File: src/rtl/sdram_cmd_monitor.sv
module sdram_cmd_monitor #(
  parameter int BA_W      = 2,
  parameter int CW        = 8,
  parameter int T_MRD     = 2,
  parameter int T_RFC     = 9,
  parameter int T_RCD     = 3,
  parameter int T_RAS     = 6,
  parameter int T_RP      = 3,
  parameter int T_RC      = 9,
  parameter int T_RRD     = 2,
  parameter int T_CCD     = 1,
  parameter int BURST_LEN = 4
) (
  input  logic            clk,
  input  logic            rst_n,
  input  logic            cke,
  input  logic            cs_n,
  input  logic            ras_n,
  input  logic            cas_n,
  input  logic            we_n,
  input  logic [BA_W-1:0] ba,
  input  logic            a10,
  output logic            err,
  output logic [3:0]      err_code
);
  localparam int NB = 1 << BA_W;

  function automatic logic [CW-1:0] dn(input logic [CW-1:0] v);
    return (v == '0) ? v : v - 1'b1;
  endfunction

  wire       live   = cke & ~cs_n;
  wire [2:0] op     = {ras_n, cas_n, we_n};
  wire       is_cmd = live && (op != 3'b111);
  wire       is_mrs = live && (op == 3'b000);
  wire       is_ref = live && (op == 3'b001);
  wire       is_pre = live && (op == 3'b010);
  wire       is_act = live && (op == 3'b011);
  wire       is_col = live && (op == 3'b100 || op == 3'b101);

  wire [NB-1:0] sel     = NB'(1) << ba;
  wire [NB-1:0] pre_hit = is_pre ? (a10 ? {NB{1'b1}} : sel) : '0;

  logic [NB-1:0] open_q, pend_q, rcd_nz, ras_nz, rc_nz, rp_nz;

  logic [CW-1:0]   mrd_c, rfc_c, rrd_c, ccd_c;
  logic [BA_W-1:0] last_ba;

  always_ff @(posedge clk) begin
    if (!rst_n) begin
      mrd_c   <= '0;
      rfc_c   <= '0;
      rrd_c   <= '0;
      ccd_c   <= '0;
      last_ba <= '0;
    end else begin
      mrd_c <= is_mrs ? CW'(T_MRD - 1) : dn(mrd_c);
      rfc_c <= is_ref ? CW'(T_RFC - 1) : dn(rfc_c);
      rrd_c <= is_act ? CW'(T_RRD - 1) : dn(rrd_c);
      ccd_c <= is_col ? CW'(T_CCD - 1) : dn(ccd_c);
      if (is_act) last_ba <= ba;
    end
  end

  for (genvar b = 0; b < NB; b++) begin : g_bank
    logic          open_r, pend_r;
    logic [CW-1:0] rcd_c, ras_c, rc_c, rp_c, ap_c;
    wire act_b  = is_act && (ba == BA_W'(b));
    wire col_b  = is_col && (ba == BA_W'(b));
    wire apdone = pend_r && (ap_c == '0);
    wire close  = (pre_hit[b] && open_r) || apdone;

    always_ff @(posedge clk) begin
      if (!rst_n) begin
        open_r <= 1'b0;
        pend_r <= 1'b0;
        rcd_c  <= '0;
        ras_c  <= '0;
        rc_c   <= '0;
        rp_c   <= '0;
        ap_c   <= '0;
      end else begin
        if (act_b)      open_r <= 1'b1;
        else if (close) open_r <= 1'b0;
        if (close)                             pend_r <= 1'b0;
        else if (col_b && a10 && open_r)       pend_r <= 1'b1;
        rcd_c <= act_b ? CW'(T_RCD - 1) : dn(rcd_c);
        ras_c <= act_b ? CW'(T_RAS - 1) : dn(ras_c);
        rc_c  <= act_b ? CW'(T_RC - 1)  : dn(rc_c);
        rp_c  <= close ? CW'(T_RP - 1)  : dn(rp_c);
        ap_c  <= (col_b && a10 && !pend_r) ? CW'(BURST_LEN - 1) : dn(ap_c);
      end
    end

    assign open_q[b] = open_r;
    assign pend_q[b] = pend_r;
    assign rcd_nz[b] = rcd_c != '0;
    assign ras_nz[b] = ras_c != '0;
    assign rc_nz[b]  = rc_c != '0;
    assign rp_nz[b]  = rp_c != '0;
  end

  wire v_mrd  = is_cmd && (mrd_c != '0);
  wire v_rfc  = is_cmd && (rfc_c != '0);
  wire v_busy = (is_mrs || is_ref) && (|open_q);
  wire v_aopn = is_act && open_q[ba];
  wire v_ccls = is_col && (!open_q[ba] || pend_q[ba]);
  wire v_rcd  = is_col && open_q[ba] && rcd_nz[ba];
  wire v_ras  = |(pre_hit & open_q & ras_nz);
  wire v_rp   = is_act && rp_nz[ba];
  wire v_rc   = is_act && rc_nz[ba];
  wire v_rrd  = is_act && (rrd_c != '0) && (ba != last_ba);
  wire v_ccd  = is_col && (ccd_c != '0);

  logic [3:0] code;
  always_comb begin
    code = 4'd0;
    if      (v_mrd)  code = 4'd1;
    else if (v_rfc)  code = 4'd2;
    else if (v_busy) code = 4'd3;
    else if (v_aopn) code = 4'd4;
    else if (v_ccls) code = 4'd5;
    else if (v_rcd)  code = 4'd6;
    else if (v_ras)  code = 4'd7;
    else if (v_rp)   code = 4'd8;
    else if (v_rc)   code = 4'd9;
    else if (v_rrd)  code = 4'd10;
    else if (v_ccd)  code = 4'd11;
  end

  always_ff @(posedge clk) begin
    if (!rst_n) begin
      err      <= 1'b0;
      err_code <= 4'd0;
    end else begin
      err      <= code != 4'd0;
      err_code <= code;
    end
  end
endmodule

File: config.mk
export PLATFORM = sky130hd
export DESIGN_NAME = sdram_cmd_monitor
export DESIGN_NICKNAME = d
export VERILOG_FILES = /design/src/rtl/sdram_cmd_monitor.sv
export SDC_FILE = /design/constraint.sdc
export NUM_CORES = 1
export LEC_CHECK = 0
export BUFFER_PORTS_ARGS = -buffer_cell sky130_fd_sc_hd__clkbuf_2
export CAP_MARGIN = 20
export CORE_MARGIN = 4
export CORE_UTILIZATION = 40
export DETAILED_ROUTE_END_ITERATION = 7
export PLACE_DENSITY = 0.52
export SYNTH_ARGS = -nofsm -noshare
export SYNTH_HDL_FRONTEND = slang
export SYNTH_SLANG_ARGS = --single-unit
File: constraint.sdc
create_clock -name clk -period 4.9 [get_ports clk]
set_clock_uncertainty 0.2 [all_clocks]
set_input_delay 0.49 -clock clk [delete_from_list [all_inputs] [get_ports clk]]
set_output_delay 0.49 -clock clk [all_outputs]
set_load 0.01 [all_outputs]
==> reports/results.ini, run 1 <==
[synthesis]
syn_nets = 1149
ys_types = 49
ys_async_sr_fraction_pct = 0
ys_ff_latch = 207
syn_inst = 1102
synth-main-ff-cell = dfxtp_1
synth_area_mm2 = 0.00949
synth_edf_count = 0
avgSynthCellArea_um2 = 8.61
yosysSeqAreaShare_pct = 43.7
yosysWarningCount = 0

[place]
io_buffers = 14
gp_congestion = 0.757
place_hpwl_um = 13000
place_inst = 1415

[clock_network]
cts.root.buffer_cell = clkbuf_16
cts-resized-gates = 0
cts_hold_buf = 0
cts_made_buffers = 24
clkTransAtPathRegs_ns = 0.06
cts_num_sinks = 207
clk_path_buf_depth = 3
post_cts_buffers = 0
clk_latency_ns = 0.51
htree_num_levels = 1
cts_tree = done

[sta]
timing.slew.headroom_pct = 38.0
setup_viol = 0
fin_crit_ns = 3.06
slew_violations = 0
rsz0062_at_grt = false
fin_setup_tns_ns = 0
max_freq_mhz = 327
finalCritPeriodShare_pct = 62.4
worstMarginPinSlew_ns = 0.917
hold_viol_final = 0

[route]
wl_per_cell_um = 12.4
first_iter_violations = 337
detail-route-antenna-nets = 0
first_pass_iters = 4
dr_total_vias = 6950
vias_per_cell = 4.77
post-route-drc-count = 0
drt-total-wl_um = 18100

[layout]
fillerInstances = 2353
syn_to_final_growth_pct = 12.2
drive_gt1_share_pct = 5.54
instances_no_fill = 1457
fin_nets = 1169
multi_input_area_mm2 = 0.00502
insertedDiodeCount = 0
final-seq-area_mm2 = 0.00414

[global_routing]
use_met3_pct = 2.49
grt_max_degree = 40
grt_pass1_wl_um = 32000
antenna_found_initial = 0
grt_util_met2_pct = 23.0
grt_pass1_vias = 6710
grt_util_met1_pct = 19.8
track_usage_pct = 14.2
grt_overflow = 0
busiest_layer = met2

[die]
ios = 15
start_util_pct = 40.5
dieArea_mm2 = 0.0262
die_w_um = 162
core_mm2 = 0.0234
fp-row-count = 56
die_h_um = 162

[job]
drv_cap = 0

[pwr]
power_density_mw_per_mm2 = 786
vdd_drop_max_uv = 307
p_leak_nw = 4.26

[min_path]
hp-class = input port to register
whs_path_depth = 3

[setup_path]
worstPathArrival_ns = 3.24
r2r_slack_ns = 1.84
crit_fanout = 5
end_kind = register
worstPathRequired_ns = 5.09
cp-start-kind = register
crit_type = register to register
ff2ff_path_depth = 7

[outcome]
status = finished clean

-- registers in the layout (all words and copies together), names as in the netlist --
register / count
g_bank.ap_c: 32
g_bank.ras_c: 32
g_bank.rc_c: 32
g_bank.rcd_c: 32
g_bank.rp_c: 32
ccd_c: 8
mrd_c: 8
rfc_c: 8
rrd_c: 8
err_code: 4
g_bank.open_r: 4
g_bank.pend_r: 4
last_ba: 2
err: 1
-- logic make-up (layout without fill, tap and decap cells) --
| family | Yosys count | after routing | share of synthesized area [%] |
|---|---|---|---|
| flops | 207 | 207 | 43.7 |
| mux | 7 | 7 | 1.13 |
| xor+xnor | 154 | 154 | 14.2 |
| compound gates | 115 | 115 | 7.87 |
| buf+inv | 84 | 120 | 3.36 |
| fa+ha+maj | 37 | 37 | 4.88 |
| simple gates | 498 | 498 | 24.9 |
-- worst max-delay path, cell delays in order, from the launching register on --
cell and delay [ns]:
dfxtp_1 0.34, or4_4 0.55, or4b_1 0.65, mux4_2 0.55, nand3_2 0.12, nand2_1 0.10, nor4_1 0.33, o211ai_1 0.11
-- power breakdown --
group / switching (mW) / internal (mW) / leakage, nW
clock network: 0.679 / 1.04 / 0.372
logic: 1.90 / 1.76 / 2.17
registers: 0.595 / 2.40 / 1.71
-- final timing paths --
check / startpoint / endpoint
setup / recovery: g_bank[3].rcd_c[2]$_SDFFE_PP0N_ / err$_SDFF_PN0_
hold / removal: ba[0] / last_ba[0]$_SDFFE_PN0P_
setup reg to reg: g_bank[3].rcd_c[2]$_SDFFE_PP0N_ / err$_SDFF_PN0_
hold reg to reg: last_ba[1]$_SDFFE_PN0P_ / last_ba[1]$_SDFFE_PN0P_
-- placed cells by master (no fill, tap or decap), types with 7 or more instances in the layout --
| cell | netlist | routed |
|---|---|---|
| clkbuf_16 | 0 | 25 |
| nand2_1 | 84 | 84 |
| nor2b_1 | 15 | 15 |
| nor3_1 | 49 | 49 |
| o21a_1 | 23 | 23 |
| or3_1 | 10 | 10 |
| nor2_1 | 220 | 220 |
| nor4b_1 | 9 | 9 |
| o21ai_0 | 18 | 18 |
| a21oi_1 | 26 | 26 |
| nand3b_1 | 9 | 9 |
| nand3_1 | 34 | 34 |
| ha_1 | 37 | 37 |
| inv_1 | 61 | 61 |
| a21boi_0 | 15 | 15 |
| xnor2_1 | 105 | 105 |
| clkbuf_1 | 19 | 8 |
| dfxtp_1 | 207 | 207 |
| xor2_1 | 49 | 49 |
| clkbuf_2 | 0 | 14 |
| nand2b_1 | 11 | 11 |
| or4b_1 | 7 | 7 |
| a211oi_1 | 11 | 11 |
| nor4_1 | 23 | 23 |
-- metrics by stage --
stage / util (%) / area [um^2] / worst slack, ns / hold slack (ns) / power [mW]
2_1_floorplan: - / 9490 / 2.05 / 0.248 / 6.05
3_3_place_gp: 42.2 / 9890 / 1.80 / 0.258 / 6.69
3_5_place_dp: 42.2 / 9890 / 1.69 / 0.266 / 6.71
4_1_cts: 45.5 / 10600 / 1.82 / 0.176 / 8.51
5_1_grt: 45.5 / 10600 / 1.67 / 0.236 / 9.21
6_report: 45.5 / 10600 / 1.84 / 0.199 / 8.37
-- layer usage --
layer	up-vias	part of all wire, %
met5	-	0
met2	61	44
met3	31	3.1
met1	3143	51
met4	0	2.2
li1	3715	-
-- cell type report --
cell class                      count  share of cell area [%]
Inverter                           62                    2.19
Clock inverter                      5                   0.493
Sequential cell                   207                    38.9
Clock buffer                       37                    6.67
Multi-Input combinational cell    811                    47.2
Timing Repair Buffer               16                   0.799
Tap cell                          319                    3.75
-- synthesized netlist by cell type (all sizes together), types with 3 or more instances --
cell,n,share of area (%)
or4,7,0.67
nor4,23,1.5
o21ai,22,1.2
or3,10,0.66
nor3,49,2.6
and3,3,0.20
or3b,4,0.37
nor3b,3,0.24
ha,37,4.9
buf,3,0.16
inv,62,2.5
a21boi,15,1.2
and2,3,0.20
clkbuf,19,0.75
nor2,220,8.7
mux4,3,0.71
o31ai,4,0.32
nor2b,15,0.99
nand3,35,1.9
nand2,84,3.3
xor2,49,4.5
mux2i,4,0.42
a21oi,26,1.4
nand3b,9,0.71
o22ai,3,0.20
xnor2,105,9.7
dfxtp,207,44
or4b,9,0.95
o2111ai,4,0.37
nand2b,11,0.73
a211oi,11,0.87
o21a,23,1.8
nor4b,9,0.83
Power figures use the tool's default switching activity.
==> run 2: changes to the inputs <==
--- a/config.mk
+++ b/config.mk
@@ -5,12 +5,13 @@
 export SDC_FILE = /design/constraint.sdc
 export NUM_CORES = 1
 export LEC_CHECK = 0
+export ABC_AREA = 1
 export BUFFER_PORTS_ARGS = -buffer_cell sky130_fd_sc_hd__clkbuf_2
 export CAP_MARGIN = 20
 export CORE_MARGIN = 4
 export CORE_UTILIZATION = 40
 export DETAILED_ROUTE_END_ITERATION = 7
-export PLACE_DENSITY = 0.52
+export PLACE_DENSITY = 0.54
 export SYNTH_ARGS = -nofsm -noshare
 export SYNTH_HDL_FRONTEND = slang
 export SYNTH_SLANG_ARGS = --single-unit
==> constraint.sdc (replaced) <==
create_clock -name clk -period 2.8 [get_ports clk]
set_clock_uncertainty 0.2 [all_clocks]
set_input_delay 0.28 -clock clk [delete_from_list [all_inputs] [get_ports clk]]
set_output_delay 0.28 -clock clk [all_outputs]
set_load 0.01 [all_outputs]
==> run 2 against run 1 <==
Effect of this change:
- clock power up 96%
- sequential share of layout area down 1.7 points
- total power up 77%
- combinational power up 78%
==> reports/results.ini, run 2 <==
[outcome]
status = finished clean

[clock_network]
clkTransAtPathRegs_ns = 0.06  ; about the same
clk_path_buf_depth = 3  ; unchanged
cts_made_buffers = 25  ; +4.2%
clk_latency_ns = 0.51  ; about the same
cts_num_sinks = 207  ; unchanged
htree_num_levels = 1  ; unchanged
cts_tree = done
cts.root.buffer_cell = clkbuf_16

[sta]
finalCritPeriodShare_pct = 81.6  ; +19 points
max_freq_mhz = 438  ; +34%
rsz0062_at_grt = false
fin_setup_tns_ns = 0  ; unchanged
worstMarginPinSlew_ns = 0.478  ; -0.439 ns
slew_violations = 0  ; unchanged
setup_viol = 0  ; unchanged
fin_crit_ns = 2.28  ; -0.774 ns
timing.slew.headroom_pct = 67.8  ; +30 points
hold_viol_final = 0  ; unchanged

[global_routing]
busiest_layer = met2
grt_overflow = 0  ; unchanged
antenna_found_initial = 0  ; unchanged
use_met3_pct = 2.71  ; +0.22 points
grt_util_met2_pct = 24.4  ; +1.3 points
grt_pass1_wl_um = 34400  ; +7.7%
grt_max_degree = 24  ; -40%
grt_pass1_vias = 7485  ; +12%
track_usage_pct = 15.1  ; +0.90 points
grt_util_met1_pct = 20.8  ; +1.0 points

[place]
gp_congestion = 0.797  ; +5.2%
place_hpwl_um = 14400  ; +10%
dpl-instance-area_mm2 = 0.0102  ; +3.5%
place_inst = 1645  ; +16%
io_buffers = 14  ; unchanged

[layout]
fin_area_mm2 = 0.0111  ; +4.5%
final-seq-area_mm2 = 0.00414  ; unchanged
syn_to_final_growth_pct = 14.3
insertedDiodeCount = 0  ; unchanged
drive_gt1_share_pct = 8.16  ; +2.6 points
fin_nets = 1403  ; +20%
layout_common_cells = nor2_1 (247), nand2_1 (223), dfxtp_1 (207)
layout_commonest_cell = nor2_1
fillerInstances = 2436  ; +3.5%
multi_input_area_mm2 = 0.00493  ; -2.0%
instances_no_fill = 1692  ; +16%

[synthesis]
avgSynthCellArea_um2 = 7.43  ; -14%
syn_nets = 1358  ; +18%
synth-main-ff-cell = dfxtp_1
syn_inst = 1311  ; +19%
yosysTopAreaCellShare_pct = 42.6  ; -1.1 points
synthTopCellsByArea = dfxtp_1 (43%), nor2_1 (9.5%), nand2_1 (8.6%)
synth_area_mm2 = 0.00974  ; +2.6%
yosysTopAreaCell = dfxtp_1
yosysWarningCount = 0  ; unchanged
synth.most_common_cell = nor2_1
netlist_top_cells_count = nor2_1 (247), nand2_1 (223), dfxtp_1 (207)
yosysSeqAreaShare_pct = 42.6  ; -1.1 points
ys_ff_latch = 207  ; unchanged
synth_edf_count = 0  ; unchanged
ys_types = 41  ; -16%
ys_async_sr_fraction_pct = 0  ; unchanged

[job]
drv_cap = 0  ; unchanged

[setup_path]
cp-start-kind = register
r2r_slack_ns = 0.52  ; -1.33 ns
crit_type = register to register
crit_fanout = 5  ; unchanged
worstPathArrival_ns = 2.48  ; -0.76 ns
worstPathRequired_ns = 3.00  ; -2.09 ns
end_kind = register

[pwr]
vdd_drop_max_uv = 643  ; +110%
p_leak_nw = 5.03  ; +18%
power_density_mw_per_mm2 = 1330  ; +69%

[die]
die_w_um = 164  ; +1.2%
core_mm2 = 0.0237  ; +1.2%
dieArea_mm2 = 0.0269  ; +2.5%
ios = 15  ; unchanged
start_util_pct = 41.1  ; +0.57 points
fp-row-count = 56  ; unchanged
die_h_um = 164  ; +1.2%

[route]
wl_per_cell_um = 11.6  ; -6.7%
dr_total_vias = 7848  ; +13%
first_iter_violations = 382  ; +13%
drt-total-wl_um = 19600  ; +8.4%
post-route-drc-count = 0  ; unchanged
detail-route-antenna-nets = 0  ; unchanged
first_pass_iters = 5  ; +1
vias_per_cell = 4.64  ; -2.8%

[min_path]
hp-class = input port to register

[run 2: cell types whose count changed in the layout (fill, tap and decap cells not counted), moves of 27 or more]
cell,previous run,this run
o21ai_0,18,47
xnor2_1,105,42
nand2_1,84,223
or2_2,1,30
nor2_1,220,247
nor3_1,49,21
inv_1,61,168
a21oi_1,26,86
[run 2: layout make-up]
class                   count  share of cell area [%]
multi-input cells         927                    44.3
flip-flops and latches    207                    37.2
clock buffers              33                    6.34
inverters                 172                    5.80
well taps                 319                    3.59
clock inverters            11                    1.47
repair buffers             23                    1.30
[run 2: cell families (layout without fill, tap and decap cells)]
logic type,Yosys count,after routing,share of synthesized area [%]
simple gates,625,625,27.7
flops,207,207,42.6
buf+inv,177,239,6.84
compound gates,168,168,9.36
xor+xnor,96,96,8.64
fa+ha+maj,37,37,4.76
mux,1,1,0.116
[run 2: final timing paths]
path | startpoint | to | cells after the start
worst max register to register | g_bank[2].ras_c[0]$_SDFFE_PN0P_ | err$_SDFF_PN0_ | 16
worst min-delay path | rst_n | g_bank[2].rcd_c[1]$_SDFFE_PN0P_ | 3
worst min register to register | g_bank[1].rp_c[0]$_SDFFE_PP0N_ | g_bank[1].rp_c[0]$_SDFFE_PP0N_ | 2
worst max-delay path | g_bank[2].ras_c[0]$_SDFFE_PN0P_ | err$_SDFF_PN0_ | 16
[run 2: report_power, final]
part | switching [mW] | internal (mW)
Sequential | 0.782 | 4.14
Combinational | 3.78 | 2.72
Clock | 1.24 | 2.13
Total | 5.80 | 8.99
[run 2: worst max-delay path: stages (launching register included)]
cell and delay (ns):
dfxtp_1 0.31, inv_1 0.12, ha_1 0.16, nor3b_1 0.28, nand2_1 0.24, nand3_1 0.14
nand2_1 0.07, nor2_2 0.16, nand2_1 0.07, nand2_1 0.06, nand2_1 0.05, nand2_1 0.05
nand2_1 0.05, nand2_1 0.07, nand2_1 0.04, nand2_1 0.07, nand2_1 0.06
[run 2: through the flow]
stage                     hold slack [ns]  utilization, %  setup WS, ns  power [mW]
final                              0.0375            47.0         0.516        14.8
after global routing               0.0544            47.0         0.256        16.4
after CTS                          0.0404            47.0         0.510        15.0
after detailed placement            0.243            43.2         0.534        11.5
after global placement              0.244            43.2         0.545        11.5
after floorplan                     0.219               -         0.895        10.2
[run 2: routing by layer]
metal,vias to the layer above,wire length (um)
li1,4249,-
met1,3508,10000
met2,63,8500
met3,28,645
met4,0,392
met5,-,0
[run 2: timing repair]
| item | CTS | global route |
|---|---|---|
| buffers inserted | 0 | 0 |
| endpoints found under the hold margin | 3 | 0 |
| gates resized for setup | 0 | 0 |
| hold buffers | 3 | 0 |
==> run 3: changes to the inputs <==
==> constraint.sdc (replaced) <==
create_clock -name clk -period 2 [get_ports clk]
set_clock_uncertainty 0.2 [all_clocks]
set_input_delay 0.2 -clock clk [delete_from_list [all_inputs] [get_ports clk]]
set_output_delay 0.2 -clock clk [all_outputs]
set_load 0.01 [all_outputs]
==> run 3 against run 2 <==
Effect of this change:
- global-route usage increased by 0.95 points
- highest routed layer unchanged
- die area is the same
- critical path depth is 7 lower
- largest cell class unchanged
- via count grew 6.5%
- critical endpoint unchanged
- worst hold slack improved by 0.020 ns
==> reports/results.ini, run 3 (synthesis gave the netlist of run 2 again) <==
[outcome]
status = finished clean

[route]
wl_per_cell_um = 11.7  ; +1.3%
vias_per_cell = 4.59  ; -1.0%
dr_total_vias = 8358  ; +6.5%
detail-route-antenna-nets = 0  ; unchanged
first_pass_iters = 5  ; unchanged
drt-total-wl_um = 21300  ; +9.0%
post-route-drc-count = 0  ; unchanged
first_iter_violations = 360  ; -5.8%

[clock_network]
htree_num_levels = 1  ; unchanged
cts.root.buffer_cell = clkbuf_16
clk_latency_ns = 0.53  ; +0.02 ns
cts_num_sinks = 207  ; unchanged
cts_tree = done
clk_path_buf_depth = 3  ; unchanged
cts_made_buffers = 25  ; unchanged
clkTransAtPathRegs_ns = 0.05  ; about the same

[layout]
insertedDiodeCount = 0  ; unchanged
utilization_pct = 53.4  ; +6.4 points
drive_gt1_share_pct = 24.9  ; +17 points
fillerInstances = 2339  ; -4.0%
final-seq-area_mm2 = 0.00417  ; +0.57%
syn_to_final_growth_pct = 29.8
multi_input_area_mm2 = 0.00547  ; +11%
layout_commonest_cell = nor2_1
layout_common_cells = nor2_1 (226), nand2_1 (201), dfxtp_1 (188)
fin_nets = 1536  ; +9.5%

[die]
fp-row-count = 56  ; unchanged
dieArea_mm2 = 0.0269  ; unchanged
start_util_pct = 41.1  ; unchanged
die_w_um = 164  ; unchanged
die_h_um = 164  ; unchanged
core_mm2 = 0.0237  ; unchanged
ios = 15  ; unchanged

[pwr]
p_leak_nw = 5.72  ; +14%
vdd_drop_max_uv = 1010  ; +57%
power_density_mw_per_mm2 = 1830  ; +37%

[sta]
fin_crit_ns = 1.92  ; -0.363 ns
worstMarginPinSlew_ns = 0.551  ; +0.0728 ns
finalCritPeriodShare_pct = 96.1  ; +14 points
hold_viol_final = 0  ; unchanged
setup_viol = 0  ; unchanged
slew_violations = 0  ; unchanged
timing.slew.headroom_pct = 62.8  ; -5.1 points
max_freq_mhz = 520  ; +19%
rsz0062_at_grt = true
final.setup.worst_slack_ns = 0.0786  ; -0.437 ns

[global_routing]
grt_overflow = 0  ; unchanged
grt_pass1_wl_um = 36400  ; +5.8%
track_usage_pct = 16.1  ; +0.95 points
grt_pass1_vias = 8027  ; +7.2%
antenna_found_initial = 0  ; unchanged
grt_max_degree = 23  ; -4.2%

[setup_path]
worstPathArrival_ns = 2.14  ; -0.34 ns
worstPathRequired_ns = 2.22  ; -0.78 ns
cp-start-kind = register
crit_fanout = 3  ; -2
crit_type = register to register
end_kind = register

[place]
gp_congestion = 0.833  ; +4.4%
io_buffers = 14  ; unchanged
place_hpwl_um = 15500  ; +7.6%
dp_slack_ns = -0.0705  ; -0.605 ns

[job]
drv_cap = 0  ; unchanged

[min_path]
hp-class = input port to register

-- run 3: final timing paths --
path / start / slack, ns / to / cells past startpoint
worst max-delay path: rrd_c[4]$_SDFFE_PP0P_ / 0.08 / err$_SDFF_PN0_ / 9
worst min-delay path: cas_n / 0.06 / mrd_c[0]$_SDFFE_PN0P_ / 5
worst max register to register: rrd_c[4]$_SDFFE_PP0P_ / 0.08 / err$_SDFF_PN0_ / 9
worst min register to register: g_bank[3].rp_c[0]$_SDFFE_PP0N_ / 0.26 / g_bank[3].rp_c[0]$_SDFFE_PP0N_ / 2
-- run 3: where the power goes --
group / internal (mW) / switching (mW) / leakage [nW]
clock: 2.60 / 1.69 / 0.395
sequential: 5.83 / 1.16 / 1.71
combinational: 5.68 / 6.14 / 3.61
-- run 3: critical path: stages (launching register included) --
cell	delay, ns
dfxtp_1	0.32
or2_2	0.29
nor2_1	0.15
nand4_1	0.18
a31oi_2	0.23
nand3_1	0.12
nand2_1	0.11
nand2_1	0.06
a21oi_1	0.11
nand2_1	0.06
-- run 3: repair_timing --
action | CTS | global route
hold buffers | 6 | 0
gates cloned | 0 | 1
pin swaps | 0 | 50
resized for setup | 9 | 174
endpoints found under the setup margin | 15 | 83
hold endpoints to repair | 12 | 0
buffers inserted | 0 | 13
-- run 3: cell type report --
class                           instances  share of cell area (%)
Multi-Input combinational cell        928                    43.3
Clock inverter                          8                   0.544
Sequential cell                       207                    33.0
Clock buffer                           32                    5.63
Inverter                              172                    5.13
Timing Repair Buffer                  155                    9.28
Tap cell                              319                    3.16
-- run 3: layer usage --
metal,track usage (%),vias up,share of wire [%]
met2,27.0,55,47
li1,-,4513,-
met3,2.33,26,2.6
met4,4.65,0,1.5
met5,0,-,0
met1,21.5,3764,49
-- run 3: through the flow --
step | cell area [um^2] | power [mW] | TNS [ns] | hold WS [ns] | std cells
global route | 12600 | 25.4 | -0.145 | 0.111 | 1821
CTS | 12000 | 22.1 | 0 | 0.0495 | 1807
finish | 12600 | 23.1 | 0 | 0.0572 | 1821
detailed placement | 11100 | 17.6 | -0.725 | 0.252 | 1761
global placement | 11100 | 17.5 | -0.637 | 0.233 | 1761
floorplan | 9740 | 14.3 | 0 | 0.139 | 1311
